$ cat src/rtl/lcd_drv_pkg.sv
package lcd_drv_pkg;
  typedef struct packed {
    logic [2:0] dt_code;
    logic       force_on;
    logic [3:0] contrast;
  } lcd_cfg_t;

  localparam logic [2:0] DT_HALF_ONLY = 3'b111;

  function automatic int unsigned max2(input int unsigned a, input int unsigned b);
    return (a > b) ? a : b;
  endfunction
endpackage

$ cat src/rtl/lcd_ps_edge.sv
module lcd_ps_edge (
  input  logic clk_i,
  input  logic rst_ni,
  input  logic ps_i,
  output logic edge_o
);
  logic ps_q;

  always_ff @(posedge clk_i or negedge rst_ni) begin
    if (!rst_ni) ps_q <= 1'b0;
    else         ps_q <= ps_i;
  end

  // either level change marks a half period boundary
  assign edge_o = ps_i ^ ps_q;
endmodule

$ cat src/rtl/lcd_pulse_timer.sv
module lcd_pulse_timer #(
  parameter int unsigned T_C0_US = 300,
  parameter int unsigned T_C1_US = 70,
  parameter int unsigned T_C2_US = 150,
  parameter int unsigned T_C3_US = 450,
  parameter int unsigned T_C4_US = 575,
  parameter int unsigned T_C5_US = 850,
  parameter int unsigned T_C6_US = 1150,
  parameter int unsigned CNT_W   = 11
) (
  input  logic       clk_i,
  input  logic       rst_ni,
  input  logic       trans_i,
  input  logic       tick_i,
  input  logic       half_edge_i,
  input  logic [2:0] code_i,
  input  logic       half_only_i,
  output logic       active_o
);
  import lcd_drv_pkg::*;

  localparam logic [CNT_W-1:0] ONE = CNT_W'(1);

  logic             active_q, hold_q;
  logic [CNT_W-1:0] cnt_q, lim_q, lim_sel, cnt_nxt;
  logic             hold_sel;

  always_comb begin
    unique case (code_i)
      3'd0:    lim_sel = CNT_W'(T_C0_US);
      3'd1:    lim_sel = CNT_W'(T_C1_US);
      3'd2:    lim_sel = CNT_W'(T_C2_US);
      3'd3:    lim_sel = CNT_W'(T_C3_US);
      3'd4:    lim_sel = CNT_W'(T_C4_US);
      3'd5:    lim_sel = CNT_W'(T_C5_US);
      3'd6:    lim_sel = CNT_W'(T_C6_US);
      default: lim_sel = '1;
    endcase
  end

  assign hold_sel = half_only_i | (code_i == DT_HALF_ONLY);
  assign cnt_nxt  = (cnt_q == '1) ? cnt_q : cnt_q + ONE;

  always_ff @(posedge clk_i or negedge rst_ni) begin
    if (!rst_ni) begin
      active_q <= 1'b0;
      hold_q   <= 1'b0;
      cnt_q    <= '0;
      lim_q    <= '0;
    end else if (trans_i) begin
      active_q <= 1'b1;
      hold_q   <= hold_sel;
      cnt_q    <= '0;
      lim_q    <= lim_sel;
    end else if (active_q) begin
      if (half_edge_i) begin
        active_q <= 1'b0;
      end else if (tick_i) begin
        cnt_q <= cnt_nxt;
        if (!hold_q && cnt_nxt >= lim_q) active_q <= 1'b0;
      end
    end
  end

  assign active_o = active_q;

  a_r2_start: assert property (@(posedge clk_i) disable iff (!rst_ni)
    trans_i |=> active_q);
  a_r5_half_cap: assert property (@(posedge clk_i) disable iff (!rst_ni)
    (half_edge_i && !trans_i) |=> !active_q);
  a_r6_hold_ignores_ticks: assert property (@(posedge clk_i) disable iff (!rst_ni)
    (active_q && hold_q && tick_i && !half_edge_i && !trans_i) |=> active_q);
  a_r3_count_bound: assert property (@(posedge clk_i) disable iff (!rst_ni)
    (active_q && !hold_q) |-> (cnt_q < lim_q));
  a_r9_limit_stable: assert property (@(posedge clk_i) disable iff (!rst_ni)
    !trans_i |=> $stable(lim_q));
endmodule

$ cat src/rtl/lcd_contrast_shadow.sv
module lcd_contrast_shadow #(
  parameter int unsigned CW = 4
) (
  input  logic          clk_i,
  input  logic          rst_ni,
  input  logic          load_i,
  input  logic [CW-1:0] wr_i,
  output logic [CW-1:0] act_o
);
  logic [CW-1:0] act_q;

  always_ff @(posedge clk_i or negedge rst_ni) begin
    if (!rst_ni)     act_q <= '0;
    else if (load_i) act_q <= wr_i;
  end

  assign act_o = act_q;

  a_r10_hold: assert property (@(posedge clk_i) disable iff (!rst_ni)
    !load_i |=> $stable(act_q));
  a_r10_load: assert property (@(posedge clk_i) disable iff (!rst_ni)
    load_i |=> (act_q == $past(wr_i)));
endmodule

$ cat src/rtl/lcd_drive_ctrl.sv
module lcd_drive_ctrl #(
  parameter int unsigned T_C0_US = 300,
  parameter int unsigned T_C1_US = 70,
  parameter int unsigned T_C2_US = 150,
  parameter int unsigned T_C3_US = 450,
  parameter int unsigned T_C4_US = 575,
  parameter int unsigned T_C5_US = 850,
  parameter int unsigned T_C6_US = 1150
) (
  input  logic       clk_i,
  input  logic       rst_ni,
  input  logic       lcd_ps_clk_i,
  input  logic       us_tick_i,
  input  logic       trans_i,
  input  logic       frame_start_i,
  input  logic       static_bias_i,
  input  logic       blank_i,
  input  logic [7:0] cfg_i,
  output logic       drv_en_o,
  output logic [3:0] contrast_o
);
  import lcd_drv_pkg::*;

  localparam int unsigned T_MAX = max2(max2(max2(T_C0_US, T_C1_US), max2(T_C2_US, T_C3_US)),
                                       max2(max2(T_C4_US, T_C5_US), T_C6_US));
  localparam int unsigned CNT_W = $clog2(T_MAX + 2);

  lcd_cfg_t cfg;
  logic     half_edge, pulse_act;

  assign cfg = lcd_cfg_t'(cfg_i);

  lcd_ps_edge u_ps_edge (
    .clk_i  (clk_i),
    .rst_ni (rst_ni),
    .ps_i   (lcd_ps_clk_i),
    .edge_o (half_edge)
  );

  lcd_pulse_timer #(
    .T_C0_US (T_C0_US), .T_C1_US (T_C1_US), .T_C2_US (T_C2_US),
    .T_C3_US (T_C3_US), .T_C4_US (T_C4_US), .T_C5_US (T_C5_US),
    .T_C6_US (T_C6_US), .CNT_W   (CNT_W)
  ) u_timer (
    .clk_i       (clk_i),
    .rst_ni      (rst_ni),
    .trans_i     (trans_i),
    .tick_i      (us_tick_i),
    .half_edge_i (half_edge),
    .code_i      (cfg.dt_code),
    .half_only_i (static_bias_i | blank_i),
    .active_o    (pulse_act)
  );

  lcd_contrast_shadow #(.CW(4)) u_contrast (
    .clk_i  (clk_i),
    .rst_ni (rst_ni),
    .load_i (frame_start_i),
    .wr_i   (cfg.contrast),
    .act_o  (contrast_o)
  );

  assign drv_en_o = pulse_act | cfg.force_on;

  a_r7_force_on: assert property (@(posedge clk_i) disable iff (!rst_ni)
    (cfg_i[4] && $past(cfg_i[4])) |-> drv_en_o);
  a_r1_idle_low: assert property (@(posedge clk_i) disable iff (!rst_ni)
    (!cfg_i[4] && !$past(trans_i) && !$past(drv_en_o)) |-> !drv_en_o);
endmodule

$ cat config.mk
export PLATFORM = sky130hd
export DESIGN_NAME = lcd_drive_ctrl
export DESIGN_NICKNAME = d
export VERILOG_FILES = /design/src/rtl/lcd_drv_pkg.sv /design/src/rtl/lcd_ps_edge.sv /design/src/rtl/lcd_pulse_timer.sv /design/src/rtl/lcd_contrast_shadow.sv /design/src/rtl/lcd_drive_ctrl.sv
export SDC_FILE = /design/constraint.sdc
export NUM_CORES = 1
export LEC_CHECK = 0
export BUFFER_PORTS_ARGS = -buffer_cell sky130_fd_sc_hd__buf_2
export CORE_ASPECT_RATIO = 0.9
export CORE_MARGIN = 2
export CORE_UTILIZATION = 50
export CTS_CLUSTER_DIAMETER = 200
export DETAILED_ROUTE_END_ITERATION = 10
export HOLD_SLACK_MARGIN = 0.08
export PLACE_DENSITY_LB_ADDON = 0.05
export SLEW_MARGIN = 0
export SYNTH_ARGS = -nofsm -noshare
export SYNTH_HDL_FRONTEND = slang
export SYNTH_HIERARCHICAL = 1
export SYNTH_SLANG_ARGS = --single-unit
$ cat constraint.sdc
create_clock -name clk_i -period 3.2 [get_ports clk_i]
set_clock_uncertainty 0.05 [all_clocks]
set_input_delay 0.48 -clock clk_i [delete_from_list [all_inputs] [get_ports clk_i]]
set_output_delay 0.48 -clock clk_i [all_outputs]
set_load 0.01 [all_outputs]
# Yosys cells after proc, flatten, opt, wreduce, memory -nomap -nowiden
# Cells that the tools add are included.
# totals
regBits	29
inputBits	16
out_inout_bits	5
wordCells	38
# classes
add_sub_neg	1
n_lt_le_gt_ge	1
n_eq_ne	9
mux	11
bitwise_logic	4
reduce_logical	6
# op_table
operator	n
one-hot mux 11 bit (7 select lines)	1
two-way mux 11 bit	5
equality test 3 bit, second input constant	4
adder 11 x 1 -> 11 bit, second input constant	1
equality test 11 bit, second input constant	1
greater-or-equal comparator 11 bit	1
equality test 3 x 2 -> 1 bit, second input constant	2
two-way mux 1 bit	5
nonzero test 2 bit	2
equality test 3 x 1 -> 1 bit, second input constant	1
zero test 3 bit	1
bitwise OR 1 bit	3
AND reduction 3 bit	1
!= test 2 bit, second input constant	1
logical AND 1 bit	1
zero test 1 bit	1
XOR 1 bit	1

# Longest topological paths before layout
# Gate-level depths: netlist of run 1.
# logic_depth
depth_word	9
ltp_mapped	11

# Modules after synthesis
# The synthesis of run 1 kept the hierarchy.
# modules_own_cells
module	n_inst	cells_per_inst	area_each_um2
lcd_pulse_timer	1	181	1586.5
lcd_contrast_shadow	1	8	145.1
lcd_ps_edge	1	2	33.8
lcd_drive_ctrl	1	2	12.5

# Worst setup path after synthesis of run 1
# OpenSTA, ideal clock, no wires.
# synth_path
kind	flip-flop to flip-flop
start	register u_timer.cnt_q[0]
end	register u_timer.active_q (netlist: u_timer/active_o)
setup_ns	0.088
t_arrival_ns	2.339
slack_ns	0.722
stages_incl_launch_ff	12
path_buffers	1
synth_period_minus_slack_ns	2.478
path_cell_list	dfrtp_1 -> ha_1 -> nand4_4 -> or3_1 -> buf_6 -> nand2_2 -> xnor2_1 -> ha_1 -> a21o_1 -> a31oi_1 -> o21ai_0 -> a41oi_1
# synth_via
elab_chain_cells	9
word_cells_on_any_way	10
# synth_lines
element	line	rtl
start: declaration	lcd_pulse_timer.sv:25	logic [CNT_W-1:0] cnt_q, lim_q, lim_sel, cnt_nxt;
start signal: assignment	lcd_pulse_timer.sv:59	cnt_q <= cnt_nxt;
adder 11 x 1 -> 11 bit or equality test 11 bit (tied branches)	lcd_pulse_timer.sv:42	assign cnt_nxt = (cnt_q == '1) ? cnt_q : cnt_q + ONE;
two-way mux 11 bit (*)	lcd_pulse_timer.sv:42	
greater-or-equal comparator 11 bit (*)	lcd_pulse_timer.sv:60	if (!hold_q && cnt_nxt >= lim_q) active_q <= 1'b0;
logical AND 1 bit (*)	lcd_pulse_timer.sv:60	
two-way mux 1 bit (*)	lcd_pulse_timer.sv:60	
two-way mux 1 bit (*)	lcd_pulse_timer.sv:58	end else if (tick_i) begin
two-way mux 1 bit (*)	lcd_pulse_timer.sv:56	if (half_edge_i) begin
two-way mux 1 bit (*)	lcd_pulse_timer.sv:55	end else if (active_q) begin
two-way mux 1 bit (*)	lcd_pulse_timer.sv:50	end else if (trans_i) begin
end signal: assignment	lcd_pulse_timer.sv:51	active_q <= 1'b1;
end signal: assignment	lcd_pulse_timer.sv:57	active_q <= 1'b0;
end signal: assignment	lcd_pulse_timer.sv:60	
end: declaration	lcd_pulse_timer.sv:24	logic active_q, hold_q;
# Mark *: on every way between the ends. The rest lies on a longest branch, timed or not.
# A chain may end at the register's enable or synchronous reset.

# Worst setup path in the final report of run 1
# Same ends and word-level chain as after synthesis.

==> out/metrics.cfg, run 1 <==
[run_status]
status = finished clean

[clock_network]
post_cts_buffers = 0
cts_buffers = 3
postCtsHoldBufs = 0
cts_root_buf = clkbuf_8
cts_tree = built
clk_pin_slew_ps = 100
cts_max_level = 1
clkSinkCount = 28
clk_path_buf_depth = 2
cts-resized-gates = 0
clk_latency_ps = 280

[setup_path]
crit_type = reg2reg
worst-path-max-fanout = 7
worst_ep_arrival_time_ps = 2910
cp.required_ps = 3350
end_kind = flip-flop
start_kind = flip-flop
ff2ff_setup_slack_ps = 430

[layout]
antenna_cells = 0
final_area_mm2 = 0.00196
drive_gt1_frac = 0.183
nets = 237
synthToLayoutAreaGrowth_pct = 10.3

[drt]
wl_per_cell_um = 14.9
final_antenna_net_count = 0
via_per_inst = 5.75
drcViolationCount = 0
drtIter0Drc = 133
first_pass_iters = 4
num_vias = 1450
routed_wl_um = 3740

[floorplan]
die-height_um = 60.6
io_pins = 21
dieArea_mm2 = 0.00405
floorplan.initialDensity = 0.526
die_x_um = 66.9
core-area_mm2 = 0.00338
num_rows = 20

[global_route]
antenna_found_initial = 0
track_usage = 0.211
grt_pass1_vias = 1404
use_met3 = 0.0371
grt_pass1_wl_um = 6440
grt_max_degree = 34
grt_most_used_layer = met2
grtUsageMet2 = 0.363
grtUsageMet1 = 0.276
globalRouteOverflowTotal = 0

[sta]
rsz0062_at_grt = no
tightest_slew_ps = 635
tns_ps = 0
slew_violations = 0
period_share = 0.864
fmax_ghz = 0.362
maxSlewHeadroom = 0.577
min_period_ps = 2770
setup_viol = 0
finalHoldViolations = 0

[place]
port_buffers = 20
dp_hpwl_um = 2810
gp_congestion = 0.875
dpl-instance-area_mm2 = 0.00189

[synthesis]
ys_ff_latch = 28
syn_area_mm2 = 0.00178
ys_warn_count = 6
avgSynthCellArea_um2 = 9.21
synth-seq-area-share = 0.394
netlist_instances = 193
ys_types = 42
syn_nets = 221

[power_and_ir_drop]
leakagePower_nw = 0.917
ir_worst_vdd_mv = 0.286
power_density_mw_per_mm2 = 394

[flow_run]
maxCapViolCount = 0

[hold_path]
min_path_type = in2async

[routing by layer]
layer	wire [µm]	up-vias
li1	-	714
met1	1730	694
met2	1830	34
met3	136	8
met4	53	0
met5	0	-
[power breakdown]
part           switching [mW]  internal, mW  total (mW)
Combinational          0.0622        0.0417       0.104
Sequential             0.0112         0.375       0.386
Clock                   0.115         0.168       0.282
[metrics by stage]
| stage | hold slack (ps) | setup slack, ps | instances | util | total power [mW] |
|---|---|---|---|---|---|
| finish | 157 | 435 | 252 | 0.580 | 0.772 |
| global route | 209 | 253 | 252 | 0.580 | 0.809 |
| global placement | 436 | 623 | 248 | 0.559 | 0.491 |
| floorplan | 134 | 722 | 193 | - | 0.457 |
| detailed placement | 442 | 462 | 248 | 0.559 | 0.497 |
| CTS | 179 | 428 | 252 | 0.580 | 0.779 |
[path summary, 6_finish.rpt]
check | start | end | cells after the start
min | rst_ni | u_contrast/act_o[3] | 1
max | u_timer/cnt_q[0] | u_timer/active_o | 10
min reg2reg | u_timer/lim_q[0] | u_timer/lim_q[0] | 1
max in group asynchronous | rst_ni | u_timer/cnt_q[3] | 1
min in group clk_i | lcd_ps_clk_i | u_ps_edge/ps_q | 1
max reg2reg | u_timer/cnt_q[0] | u_timer/active_o | 10
[placed cells by master, fill, tap and decap left out, types with 2 or more instances in the layout]
cell type / instances
nor3_1: 2
ha_1: 12
dfrtp_1: 28
nand2_1: 10
nand3_1: 8
o311ai_1: 2
inv_1: 17
o21ai_0: 9
nand2b_1: 3
or2_1: 2
xnor2_1: 5
or3_1: 3
mux2_2: 4
o21ai_1: 2
a21oi_1: 21
clkbuf_8: 3
a211oi_1: 3
buf_2: 20
nor2_1: 18
o211ai_1: 2
a311oi_1: 2
a31oi_1: 4
nand4_1: 4
xor2_1: 6
[registers in the layout, summed over array words and instances, names as in the netlist]
| signal | flops |
|---|---|
| u_contrast/act_o | 4 |
| u_timer/lim_q | 10 |
| u_ps_edge/ps_q | 1 |
| u_timer/active_o | 1 |
| u_timer/hold_q | 1 |
| u_timer/cnt_q | 11 |
[Yosys cell counts (all sizes together)]
| cell | instances | area (µm²) |
|---|---|---|
| o211ai | 2 | 15.0 |
| and4 | 2 | 21.3 |
| and3b | 1 | 8.76 |
| and2 | 1 | 6.26 |
| or2 | 2 | 12.5 |
| a41oi | 1 | 8.76 |
| a21oi | 21 | 105 |
| or3 | 3 | 18.8 |
| nand2b | 3 | 18.8 |
| and3 | 2 | 13.8 |
| clkbuf | 6 | 22.5 |
| nand2 | 11 | 43.8 |
| nand3 | 9 | 57.6 |
| ha | 12 | 150 |
| a21o | 1 | 7.51 |
| buf | 3 | 21.3 |
| o31ai | 1 | 21.3 |
| a31oi | 4 | 25.0 |
| o311ai | 2 | 17.5 |
| a311oi | 2 | 17.5 |
| xnor2 | 5 | 43.8 |
| nor3 | 3 | 20.0 |
| mux2 | 4 | 45.0 |
| dfrtp | 28 | 701 |
| nor2 | 19 | 73.8 |
| inv | 17 | 63.8 |
| xor2 | 6 | 52.6 |
| o21ai | 11 | 55.1 |
| nor4b | 1 | 23.8 |
| a211oi | 3 | 22.5 |
| nand4 | 5 | 46.3 |
| a22o | 1 | 8.76 |
| o2bb2ai | 1 | 8.76 |
[critical path, stage by stage (launching register included)]
cell     delay, ps
dfrtp_1        450
ha_1           330
nand4_4        180
or3_1          530
nand2_2        120
xnor2_1        120
ha_1           260
a21o_1         150
a31oi_1        130
o21ai_0        130
a41oi_1        220
[area by class of cell]
type / instances / area, µm²
clock buffer: 3 / 41.3
timing repair buffer: 20 / 100
clock inverter: 1 / 30.0
tap: 44 / 55.1
multi-input combinational: 139 / 970
sequential: 28 / 701
inverter: 17 / 63.8
fill: 303 / 1420
[kinds of logic after synthesis]
| group | count (synthesis) | synth area share |
|---|---|---|
| AOI/OAI and AO/OA | 50 | 0.176 |
| DFF | 28 | 0.394 |
| muxes | 4 | 0.0253 |
| and+or+nand+nor | 62 | 0.206 |
| xor gates and xnor gates | 11 | 0.0542 |
| buffers and inverters | 26 | 0.0605 |
| adders and majority gates | 12 | 0.0844 |
(Power assumes the default switching activity.)
==> run 2: changes to the inputs <==
Settings changed: CAP_MARGIN from default to 0, SYNTH_HIERARCHICAL 1 to default.
==> run 2 against run 1 <==
  * Non-clock buffer count increased by 1
  * Synthesized area increased by 0.42%
  * Critical path depth unchanged
  * Fmax up 1.9%
  * Sequential share of layout area down 0.18 points
  * Synthesized cell count fell by 3.6%
  * Clock power is 2% lower
  * Global-route usage decreased by 1.6 points
  * Critical endpoint is now u_timer.active_o
==> out/metrics.cfg, run 2 <==
[synthesis]
async_reset_ff_frac = 1.00  ; unchanged
synth-main-ff-cell = dfrtp_1
synth.area.top_cells = dfrtp_1 39%, ha_1 8.4%, mux2_2 5.7%, a21oi_1 4.5%, nor2_1 2.7%
syn_area_mm2 = 0.00179  ; +0.42%
ys_warn_count = 0  ; -6
syn_nets = 214  ; -3.2%
synth_top_area_share = 0.392  ; -0.00166
avgSynthCellArea_um2 = 9.60  ; +4.2%
yosys.area_share.xor_xnor = 0.0392  ; -0.0149
synth_fa_ha_area_frac = 0.0841  ; -0.000355
yosysMostFrequentCell = dfrtp_1
synth_common_cells = 28 x dfrtp_1, 16 x a21oi_1, 13 x nor2_1
synth-seq-area-share = 0.392  ; -0.00166
muxShareOfSynthArea = 0.0708  ; +0.0454
ys_types = 47  ; +12%
synth_top_family_by_area = simple AND/OR/NAND/NOR gates
netlist_instances = 186  ; -3.6%
yosys.area_share.simple = 0.205  ; -0.000864
synth_enable_flop_cells = 0  ; unchanged
synth_area_leader_cell = dfrtp_1
synth_compound_area_frac = 0.156  ; -0.0197
ys_ff_latch = 28  ; unchanged

[sta]
setup_viol = 0  ; unchanged
finalHoldViolations = 0  ; unchanged
tightest_slew_ps = 618  ; -17.1 ps
fmax_ghz = 0.369  ; +1.9%
slew_violations = 0  ; unchanged
period_share = 0.848  ; -0.0165
rsz0062_at_grt = no
maxSlewHeadroom = 0.588  ; +0.0114
min_period_ps = 2710  ; -52.7 ps
tns_ps = 0  ; unchanged

[layout]
fill_cells = 309  ; +2.0%
fin_util = 0.579  ; -0.00133
top_register = u_timer.cnt_q
layout_common_cells = 28 x dfrtp_1, 20 x buf_2, 16 x a21oi_1, 13 x nor2_1
drive_gt1_frac = 0.212  ; +0.0291
layout_commonest_cell = dfrtp_1
synthToLayoutAreaGrowth_pct = 10.4  ; about the same
multi_input_area_um2 = 991  ; +2.2%
antenna_cells = 0  ; unchanged
largest_register_ffs = 11  ; unchanged
regArea_um2 = 701  ; unchanged
nets = 232  ; -2.1%

[clock_network]
cts-resized-gates = 0  ; unchanged
postCtsHoldBufs = 0  ; unchanged
clkSinkCount = 28  ; unchanged
clk_pin_slew_ps = 100  ; about the same
cts_max_level = 1  ; unchanged
cts_tree = built
post_cts_buffers = 0  ; unchanged
cts_root_buf = clkbuf_8
clk_latency_ps = 280  ; about the same
clk_path_buf_depth = 2  ; unchanged
cts_buffers = 3  ; unchanged

[power_and_ir_drop]
leakagePower_nw = 0.938  ; +2.4%
power_density_mw_per_mm2 = 389  ; -1.2%
seq_power_share = 0.502  ; +0.002
switching_power_mw = 0.182  ; -3.1%
power.internal_mw = 0.584  ; about the same
ir_worst_vdd_mv = 0.450  ; +58%
p_sw_frac = 0.238  ; -0.00585
clockPowerShare = 0.362  ; -0.004
combPwrFrac = 0.136  ; about the same

[setup_path]
end_kind = flip-flop
slowest_delay_ps = 440  ; -90 ps
critPathMostFrequentCell = ha_1
path_cells = ha_1 -> nand4_2 -> nor4_4 -> buf_4 -> mux2_2 -> ha_1 -> a21o_1 -> a31oi_1 -> o21ai_0 -> a41oi_1
worst-path-max-fanout = 12  ; +5
worst_path_max_delay_cell = dfrtp_1
worst_ep_arrival_time_ps = 2860  ; -50 ps
cp.required_ps = 3350  ; about the same
crit_type = reg2reg
start_kind = flip-flop

[global_route]
grt_pass1_vias = 1262  ; -10%
grt_pass1_wl_um = 5870  ; -8.9%
grt_max_degree = 35  ; +2.9%
antenna_found_initial = 0  ; unchanged
globalRouteOverflowTotal = 0  ; unchanged
track_usage = 0.195  ; -0.0157

[drt]
first_pass_iters = 6  ; +2
drcViolationCount = 0  ; unchanged
wl_per_cell_um = 14.3  ; -3.7%
routed_wl_um = 3540  ; -5.6%
drtIter0Drc = 80  ; -40%
num_vias = 1421  ; -2.0%
via_per_inst = 5.75  ; about the same
final_antenna_net_count = 0  ; unchanged

[floorplan]
die_x_um = 67.0  ; +0.20%
io_pins = 21  ; unchanged
core-area_mm2 = 0.00340  ; +0.74%
die-height_um = 60.7  ; +0.20%
num_rows = 20  ; unchanged
dieArea_mm2 = 0.00407  ; +0.40%
floorplan.initialDensity = 0.525  ; -0.00166

[place]
port_buffers = 20  ; unchanged
gp_congestion = 0.885  ; +1.1%
dp_hpwl_um = 2560  ; -9.2%

[flow_run]
maxCapViolCount = 0  ; unchanged

[run_status]
status = finished clean

[hold_path]
min_path_type = in2async

[run 2: area by class of cell]
type                       count  share of cell area
timing repair buffer          21              0.0546
sequential                    28               0.356
clock buffer                   3              0.0210
clock inverter                 1              0.0152
multi-input combinational    138               0.503
tap                           44              0.0279
inverter                      12              0.0229
[run 2: power by group through the flow]
stage	clock network (mW)	registers (mW)	logic, mW
2_1_floorplan	0	0.393	0.0632
3_3_place_gp	0	0.391	0.101
3_5_place_dp	0	0.392	0.104
4_1_cts	0.288	0.385	0.105
5_1_grt	0.302	0.388	0.120
6_report	0.277	0.385	0.104
[run 2: cell families (layout without fill, tap and decap cells)]
| family | after synthesis | after routing |
|---|---|---|
| AO/OA/AOI/OAI | 45 | 45 |
| XOR/XNOR | 8 | 8 |
| adder cells (fa/ha/maj) | 12 | 12 |
| buffers and inverters | 20 | 37 |
| flip-flops | 28 | 28 |
| multiplexers | 11 | 11 |
| AND/OR/NAND/NOR | 62 | 62 |
[run 2: path summary, 6_finish.rpt]
path                                        from               end  slack, ps  depth (start not counted)
worst max-delay path            u_timer.cnt_q[0]  u_timer.active_o        490                         10
worst min-delay path                      rst_ni  u_timer.lim_q[7]        150                          1
worst max register to register  u_timer.cnt_q[0]  u_timer.active_o        490                         10
worst min register to register  u_timer.lim_q[0]  u_timer.lim_q[0]        460                          1
max in group asynchronous                 rst_ni  u_timer.lim_q[0]       2540                          1
min in group clk_i                  lcd_ps_clk_i    u_ps_edge.ps_q        280                          1
[run 2: through the flow]
stage	total power [mW]	area (µm²)	instances	setup slack, ps	hold WS [ps]
after floorplan	0.456	1790	186	711	134
after global placement	0.492	1900	243	582	432
after detailed placement	0.496	1900	243	517	441
after CTS	0.778	1970	247	502	169
after global routing	0.809	1970	247	298	179
final	0.767	1970	247	488	153
[run 2: layer usage]
metal,track usage,routed length (µm)
met5,0,0
met4,0.0466,19
met3,0.0445,147
met2,0.326,1610
met1,0.260,1760
[run 2: critical path, delay by kind of cell (launching register included)]
family / cells / cell delay [ps]
flops: 1 / 440
mux: 1 / 350
fa+ha+maj: 2 / 460
simple gates: 2 / 470
compound gates: 4 / 640
buf+inv: 1 / 240
